`src/rtl/ts_pkg.sv`:
```
package ts_pkg;
  localparam logic [1:0] SRC_BIT  = 2'b01;
  localparam logic [1:0] SRC_CLK  = 2'b10;
  localparam logic [1:0] ADDR_CFG = 2'd0;
  localparam logic [1:0] ADDR_DIV = 2'd1;
  localparam logic [1:0] ADDR_CNT = 2'd2;
  localparam logic [1:0] ADDR_WRP = 2'd3;

  typedef struct packed {
    logic inc;
    logic clr;
    logic hold;
    logic wrapClr;
    logic capture;
  } tsStrobe_t;
endpackage

```
`src/rtl/ts_ctrl.sv`:
```
module ts_ctrl
  import ts_pkg::*;
#(
  parameter int DATA_W    = 16,
  parameter int PRE_W     = 4,
  parameter int DIV_W     = 8,
  parameter int DIV_SHIFT = 3,
  parameter int DIV_RST   = 2
) (
  input  logic              clk,
  input  logic              rst,
  input  logic              wrEn,
  input  logic [1:0]        wrAddr,
  input  logic [DATA_W-1:0] wrData,
  input  logic              nomBitTick,
  input  logic              captureStb,
  output logic [1:0]        cfgSrc,
  output logic [PRE_W-1:0]  cfgPre,
  output logic [DIV_W-1:0]  divVal,
  output tsStrobe_t         strobe
);
  localparam int DIVF_W = DIV_W + DIV_SHIFT;
  localparam int PH_W   = (PRE_W > DIVF_W) ? PRE_W : DIVF_W;

  logic [PH_W-1:0]  phase, phNext, divTerm;
  logic [DIV_W-1:0] divEff;
  logic             wrCfg, wrDiv, wrCnt, wrWrp, inc;
  logic             unusedData;

  assign unusedData = ^wrData;
  assign wrCfg = wrEn && (wrAddr == ADDR_CFG);
  assign wrDiv = wrEn && (wrAddr == ADDR_DIV);
  assign wrCnt = wrEn && (wrAddr == ADDR_CNT);
  assign wrWrp = wrEn && (wrAddr == ADDR_WRP);

  assign divEff  = (divVal == '0) ? DIV_W'(1) : divVal;
  assign divTerm = PH_W'({divEff, {DIV_SHIFT{1'b0}}}) - PH_W'(1);

  always_comb begin
    inc    = 1'b0;
    phNext = phase;
    case (cfgSrc)
      SRC_BIT: begin
        if (nomBitTick) begin
          if (phase == PH_W'(cfgPre)) begin
            inc    = 1'b1;
            phNext = '0;
          end else begin
            phNext = phase + PH_W'(1);
          end
        end
      end
      SRC_CLK: begin
        if (phase == divTerm) begin
          inc    = 1'b1;
          phNext = '0;
        end else begin
          phNext = phase + PH_W'(1);
        end
      end
      default: phNext = '0;
    endcase
    if (wrCfg || wrDiv) phNext = '0;
  end

  always_comb begin
    strobe.inc     = inc;
    strobe.clr     = wrDiv || wrCnt;
    strobe.hold    = !((cfgSrc == SRC_BIT) || (cfgSrc == SRC_CLK));
    strobe.wrapClr = wrWrp && wrData[0];
    strobe.capture = captureStb;
  end

  always_ff @(posedge clk) begin
    if (rst) begin
      cfgSrc <= '0;
      cfgPre <= '0;
      divVal <= DIV_W'(DIV_RST);
      phase  <= '0;
    end else begin
      phase <= phNext;
      if (wrCfg) begin
        cfgSrc <= wrData[1:0];
        cfgPre <= wrData[PRE_W+1:2];
      end
      if (wrDiv) divVal <= wrData[DIV_W-1:0];
    end
  end
endmodule

```
`src/rtl/ts_datapath.sv`:
```
module ts_datapath
  import ts_pkg::*;
#(
  parameter int CNT_W = 16
) (
  input  logic             clk,
  input  logic             rst,
  input  tsStrobe_t        strobe,
  output logic [CNT_W-1:0] cntVal,
  output logic [CNT_W-1:0] capValue,
  output logic             wrapIrq
);
  logic wrapSet;

  assign wrapSet = strobe.inc && !strobe.clr && !strobe.hold && (cntVal == '1);

  always_ff @(posedge clk) begin
    if (rst) begin
      cntVal   <= '0;
      capValue <= '0;
      wrapIrq  <= 1'b0;
    end else begin
      if (strobe.clr || strobe.hold) cntVal <= '0;
      else if (strobe.inc)           cntVal <= cntVal + CNT_W'(1);
      if (strobe.capture) capValue <= cntVal;
      if (wrapSet)             wrapIrq <= 1'b1;
      else if (strobe.wrapClr) wrapIrq <= 1'b0;
    end
  end
endmodule

```
`src/rtl/ts_counter_top.sv`:
```
module ts_counter_top
  import ts_pkg::*;
#(
  parameter int CNT_W     = 16,
  parameter int DATA_W    = 16,
  parameter int PRE_W     = 4,
  parameter int DIV_W     = 8,
  parameter int DIV_SHIFT = 3,
  parameter int DIV_RST   = 2
) (
  input  logic              clk,
  input  logic              rst,
  input  logic              wrEn,
  input  logic [1:0]        wrAddr,
  input  logic [DATA_W-1:0] wrData,
  input  logic [1:0]        rdAddr,
  output logic [DATA_W-1:0] rdData,
  input  logic              nomBitTick,
  input  logic              dataBitTick,
  input  logic              captureStb,
  output logic [CNT_W-1:0]  capValue,
  output logic              wrapIrq
);
  logic [1:0]       cfgSrc;
  logic [PRE_W-1:0] cfgPre;
  logic [DIV_W-1:0] divVal;
  logic [CNT_W-1:0] cntVal;
  tsStrobe_t        strobe;
  logic             unusedTick;

  assign unusedTick = dataBitTick;

  ts_ctrl #(
    .DATA_W(DATA_W), .PRE_W(PRE_W), .DIV_W(DIV_W),
    .DIV_SHIFT(DIV_SHIFT), .DIV_RST(DIV_RST)
  ) ctrl_i (
    .clk(clk), .rst(rst), .wrEn(wrEn), .wrAddr(wrAddr), .wrData(wrData),
    .nomBitTick(nomBitTick), .captureStb(captureStb),
    .cfgSrc(cfgSrc), .cfgPre(cfgPre), .divVal(divVal), .strobe(strobe)
  );

  ts_datapath #(.CNT_W(CNT_W)) dp_i (
    .clk(clk), .rst(rst), .strobe(strobe),
    .cntVal(cntVal), .capValue(capValue), .wrapIrq(wrapIrq)
  );

  always_comb begin
    case (rdAddr)
      ADDR_CFG: rdData = DATA_W'({cfgPre, cfgSrc});
      ADDR_DIV: rdData = DATA_W'(divVal);
      ADDR_CNT: rdData = DATA_W'(cntVal);
      default:  rdData = DATA_W'(wrapIrq);
    endcase
  end
endmodule

```
`config.mk`:
```
export PLATFORM = sky130hd
export DESIGN_NAME = ts_counter_top
export DESIGN_NICKNAME = d
export VERILOG_FILES = /design/src/rtl/ts_pkg.sv /design/src/rtl/ts_ctrl.sv /design/src/rtl/ts_datapath.sv /design/src/rtl/ts_counter_top.sv
export SDC_FILE = /design/constraint.sdc
export NUM_CORES = 1
export LEC_CHECK = 0
export ABC_AREA = 1
export BUFFER_PORTS_ARGS = -buffer_cell sky130_fd_sc_hd__buf_4
export CELL_PAD_IN_SITES_DETAIL_PLACEMENT = 0
export CELL_PAD_IN_SITES_GLOBAL_PLACEMENT = 2
export CORE_AREA = 2 2 135 104
export DETAILED_ROUTE_END_ITERATION = 12
export DIE_AREA = 0 0 137 106
export PLACE_DENSITY = 0.68
export SKIP_LAST_GASP = 1
export SLEW_MARGIN = 20
export SYNTH_ARGS = -nofsm -noshare
export SYNTH_HDL_FRONTEND = slang
export SYNTH_SLANG_ARGS = --single-unit
```
`constraint.sdc`:
```
create_clock -name clk -period 4.7 [get_ports clk]
set_clock_uncertainty 0.2 [all_clocks]
set_input_delay 0.47 -clock clk [delete_from_list [all_inputs] [get_ports clk]]
set_output_delay 0.47 -clock clk [all_outputs]
set_load 0.05 [all_outputs]
```
Word level (Yosys, flattened, before mapping)
Cells that the tools add are included.
W data, S select, Z words.
- register bits after elaboration: 58
- bits in latches: 0
- bits in writable memories: 0
- bits in read-only memories: 0
- logic and storage cells: 53
- memories: 0
- add/sub/neg operators: 3
- multipliers: 0
- divide/modulo/power cells: 0
- order comparisons: 0
- equality and inequality tests: 11
- shift-type cells: 0
- multiplexer cells: 12
- bitwise operators: 0
- reductions and logical operators: 20
- operator list (operator ; count):
    $pmux W16 S3 ; 1
    $mux W11 ; 3
    $pmux W11 S2 ; 1
    $add A16 B1 Y16 const B ; 1
    $eq A16 B16 Y1 const B ; 1
    $add A11 B1 Y11 const B ; 1
    $eq A11 B11 Y1 ; 1
    $eq A11 B4 Y1 ; 1
    $sub A11 B1 Y11 const B ; 1
    $eq A2 B2 Y1 const B ; 4
    $logic_and A1 B1 Y1 ; 8
    $logic_not A8 Y1 ; 1
    $mux W8 ; 1
    $eq A2 B1 Y1 const B ; 3
    $mux W1 ; 5
    $logic_not A2 Y1 ; 2
    $logic_or A1 B1 Y1 ; 4
    $reduce_or A2 Y1 ; 2
    $logic_not A1 Y1 ; 2
    $ne A2 B2 Y1 const B ; 1
    $pmux W1 S2 ; 1
    $reduce_bool A2 Y1 ; 1

Longest topological paths before layout
- depth after elaboration: 10
- depth in mapped cells: 21
- gate-level depth less buffers: 21

Cells and area by module
A second synthesis with hierarchy kept.
- cell total of the unflattened synthesis: 501
- area, all modules: 3349.5 um2
- modules (own cells, without submodules) (module ; instances ; cells each ; area an instance (um2)):
    ts_ctrl ; 1 ; 257 ; 1694.1
    ts_datapath ; 1 ; 191 ; 1413.9
    ts_counter_top ; 1 ; 53 ; 241.5

Worst setup path before layout
OpenSTA, ideal clock, no wires.
- path type: register to register
- from: reg ctrl_i.divVal[2]
- to: reg dp_i.cntVal[6]
- library setup time: 0.132 ns
- arrival time: 1.994 ns
- required time: 4.368 ns
- slack: 2.374 ns
- stages on the path, launching flop included: 19
- buffers on the path: 1
- period minus slack after synthesis: 2.326 ns
- cells stage by stage: dfxtp_1 -> nor2_2 -> nand2_2 -> nor2_2 -> nor2_2 -> ha_1 -> inv_1 -> nand2_1 -> nand2_1 -> nand2_1 -> a21oi_1 -> nand4_1 -> nor2_1 -> nand3_2 -> nand2_4 -> nand2_4 -> buf_6 -> nand2_1 -> a21oi_1
- word-level cells in the longest chain between the ends: 6
- RTL lines (what ; RTL line ; text):
    start, declared ; ts_ctrl.sv:19 ; output logic [DIV_W-1:0] divVal,
    start signal, assigned ; ts_ctrl.sv:78 ; divVal <= DIV_W'(DIV_RST);
    start signal, assigned ; ts_ctrl.sv:86 ; if (wrDiv) divVal <= wrData[DIV_W-1:0];
    $logic_not A8 Y1 ; ts_ctrl.sv:36 ; assign divEff = (divVal == '0) ? DIV_W'(1) : divVal;
    $mux W8 (*) ; ts_ctrl.sv:36 ;
    $sub A11 B1 Y11 (*) ; ts_ctrl.sv:37 ; assign divTerm = PH_W'({divEff, {DIV_SHIFT{1'b0}}}) - PH_W'(1);
    $eq A11 B11 Y1 (*) ; ts_ctrl.sv:54 ; if (phase == divTerm) begin
    $mux W1 (*) ; ts_ctrl.sv:54 ;
    $pmux W1 S2 (*) ; ts_ctrl.sv:42 ; case (cfgSrc)
    end signal, assigned ; ts_datapath.sv:24 ; else if (strobe.inc) cntVal <= cntVal + CNT_W'(1);
    end, declared ; ts_datapath.sv:9 ; output logic [CNT_W-1:0] cntVal,
Every way passes the cells marked *; elsewhere a longest branch is shown, timed or not.
A chain may end at the register's enable or synchronous reset.

Worst setup path in the final report
- from: reg ctrl_i.divVal[2]
- to: reg dp_i.cntVal[10]
Same word-level chain as after synthesis.

==> impl_metrics.py <==
metrics = {
    "logic_synthesis": {
        "synth_edf_count": 0,
        "synth_sequential_area_ratio_pct": 35.8,
        "synth.net_count": 493,
        "synth.cell_area_um2": 3240,
        "average_instance_area_after_synthesis_um2": 7.01,
        "syn_inst": 462,
        "post_synth_top_flop": "dfxtp_1",
        "asr_flop_ratio_synth_pct": 0,
        "count_of_different_cell_masters_after_synthesis": 35,
        "yosys_warnings": 0,
        "synth-seq-cells": 58,
    },
    "placement": {
        "io_buffer_count": 49,
        "placedCellCount": 673,
        "place_congestion": 0.788,
        "dp_hpwl_um": 7830,
    },
    "sta": {
        "setup_total_negative_slack_ns": 0,
        "grt_setup_unrepaired": "no",
        "timing.final.setup_violations": 0,
        "final-hold-violation-count": 0,
        "timing.fmax_mhz": 345,
        "period_minus_slack_ns": 2.89,
        "timing_worst_slew_pin_value_ns": 0.917,
        "slew_headroom_pct": 38.8,
        "final.period_utilization_pct": 61.6,
        "finalMaxSlewViolations": 0,
    },
    "finish": {
        "final.fill_count": 1457,
        "layout-area-overhead-vs-synth_pct": 26.0,
        "share_of_layout_cells_above_drive_strength_1_pct": 18.7,
        "finish.utilization_pct": 30.6,
        "num_antenna_cells": 0,
        "final_cell_mix": "nand2_1 (79), dfxtp_1 (58), a21oi_1 (53), buf_4 (49), inv_1 (48)",
        "fin_nets": 540,
        "final_common_cell": "nand2_1",
        "stdcell_count": 689,
    },
    "cts": {
        "h-tree-depth": 3,
        "cts.sinks": 58,
        "clock_insertion_delay_worst_skew_ns": 0.33,
        "postCtsSetupBuffers": 0,
        "cts.repair.resized": 0,
        "clock_tree.buffer_depth": 2,
        "cts-buffers-inserted": 9,
        "clkSlewWorstSetupHoldPaths_ns": 0.05,
        "cts_root_buffer": "clkbuf_16",
        "cts_tree": "built",
        "cts_hold_buffers": 0,
    },
    "detailed_routing": {
        "detail-route-antenna-nets": 0,
        "finalWirelength_um": 10200,
        "vias": 3139,
        "avgViaCountPerCell": 4.56,
        "first_pass_iters": 5,
        "drt_iter0_markers": 186,
        "remaining_drc_errors": 0,
        "avgRoutedWirePerCell_um": 14.8,
    },
    "status": {
        "status": "completed",
    },
    "floorplan": {
        "die_width_um": 137,
        "floorplan.die.height_um": 106,
        "initial_core_util_pct": 24.3,
        "core.rowCount": 37,
        "core-area_um2": 13300,
        "top_level_ports": 59,
        "dieArea_um2": 14500,
    },
    "power": {
        "worst_vdd_rail_ir_drop_v": 0.000153,
        "power.static_leakage_nw": 1.60,
        "power_per_cell_area_nw_per_um2": 348,
    },
    "job": {
        "drv_cap": 0,
    },
    "worst_setup_path": {
        "setup.reg_to_reg.worst_slack_ns": 1.81,
        "critPathRequiredTime_ns": 4.68,
        "timing.critical_path.arrival_ns": 2.88,
        "crit_top_cell": "nand2_1",
        "critical_path.max_stage_delay_ns": 0.34,
        "cp_top_family": "simple AND/OR/NAND/NOR gates",
        "setup.worst_path.end_class": "flop",
        "timing.critical_path.buf_inv": 1,
        "cp_cell_sequence": "nor2_2 -> nand2_2 -> nor2_2 -> nor2_2 -> ha_1 -> inv_1 -> nand2_1 -> nand2_1 -> nand2_1 -> a21oi_1 -> nand4_1 -> nor2_1 -> nand3_2 -> nand2_4 -> nand2_4 -> nand2_1 -> a21oi_1",
        "crit_path_start_kind": "flop",
        "timing.setup.critical_path_class": "flop to flop",
        "path_max_fanout": 16,
        "library_cell_contributing_the_largest_single_delay_on_the_critical_path": "dfxtp_1",
    },
    "grt": {
        "wire_length_of_the_first_global_routing_pass_um": 16200,
        "track_usage_pct": 14.7,
        "grt_overflow": 0,
        "grt_max_degree": 33,
        "first_global_vias": 2945,
        "grt_antenna_before_repair": 0,
    },
    "min_path": {
        "min-delay-path-class": "input port to flop",
    },
}
## sequential cells by signal (all words and copies together) (netlist names)
signal         cells
ctrl_i.divVal      8
dp_i.capValue     16
ctrl_i.cfgSrc      2
ctrl_i.cfgPre      4
dp_i.wrapIrq       1
dp_i.cntVal       16
ctrl_i.phase      11
## layer usage
metal,vias to the layer above,wire (um),global-route usage (%)
met5,-,0,0
met4,0,102,3.98
met3,8,470,3.10
met2,64,3820,19.2
met1,1441,5790,23.6
li1,1626,-,-
## cells in the mapped netlist, types with 2 or more instances
library cell / n / area (um^2)
inv_2: 4 / 15.0
o21ai_0: 32 / 160
nand2_2: 10 / 62.6
xor2_1: 20 / 175
ha_1: 5 / 62.6
nand4_1: 9 / 56.3
dfxtp_1: 58 / 1160
o22ai_1: 2 / 12.5
inv_1: 48 / 180
nand2_1: 79 / 297
nand3_2: 4 / 40.0
o21ai_1: 2 / 10.0
nand2_4: 2 / 22.5
buf_6: 2 / 22.5
xnor2_1: 5 / 43.8
nor2_1: 44 / 165
nor4_1: 5 / 31.3
nor2_2: 7 / 43.8
o221ai_1: 5 / 43.8
a21oi_1: 53 / 265
clkbuf_1: 9 / 33.8
nand3_1: 39 / 195
nor3_1: 6 / 30.0
## stage by stage
| step | worst slack (ns) | cell area (um^2) | power (mW) | hold WS (ns) |
|---|---|---|---|---|
| floorplan | 2.37 | 3240 | 0.636 | 0.239 |
| global placement | 1.81 | 3740 | 0.693 | 0.251 |
| detailed placement | 1.82 | 3740 | 0.693 | 0.263 |
| CTS | 1.80 | 4080 | 1.44 | 0.116 |
| global route | 1.45 | 4080 | 1.48 | 0.117 |
| finish | 1.81 | 4080 | 1.42 | 0.127 |
## logic make-up (layout without fill, tap and decap cells)
group | Yosys count | after routing | synth area share, %
XOR/XNOR | 25 | 25 | 6.76
AO/OA/AOI/OAI | 97 | 97 | 15.9
AND/OR/NAND/NOR | 211 | 211 | 30.8
adder cells (fa/ha/maj) | 5 | 5 | 1.93
flip-flops | 58 | 58 | 35.8
buffers and inverters | 66 | 118 | 8.73
## power breakdown
part	total, mW	leakage, nW	switching (mW)	internal, mW
Sequential	0.515	0.472	0.00957	0.505
Combinational	0.167	0.968	0.118	0.0490
Clock	0.739	0.165	0.233	0.506
## worst register-to-register path: stages, from the launching register on
cell and delay (ns):
dfxtp_1 0.34, nor2_2 0.23, nand2_2 0.07, nor2_2 0.20, nor2_2 0.09, ha_1 0.27, inv_1 0.07, nand2_1 0.06
nand2_1 0.07, nand2_1 0.06, a21oi_1 0.13, nand4_1 0.14, nor2_1 0.14, nand3_2 0.10, nand2_4 0.20, nand2_4 0.19
nand2_1 0.11, a21oi_1 0.07
## worst paths after layout
path / startpoint / to / cells after the start
max: ctrl_i.divVal[2] / dp_i.cntVal[10] / 17
min: rst / dp_i.wrapIrq / 2
max reg2reg: ctrl_i.divVal[2] / dp_i.cntVal[10] / 17
min reg2reg: dp_i.cntVal[15] / dp_i.cntVal[15] / 2
## final cells by class
class	count	area (um^2)	share of cell area, %
Clock inverter	4	72.6	1.78
Tap cell	175	219	5.36
Sequential cell	58	1160	28.4
Timing Repair Buffer	49	368	9.01
Clock buffer	12	267	6.53
Inverter	53	199	4.87
Multi-Input combinational cell	338	1800	44.0
No activity file was read; power rests on OpenSTA's default activity.
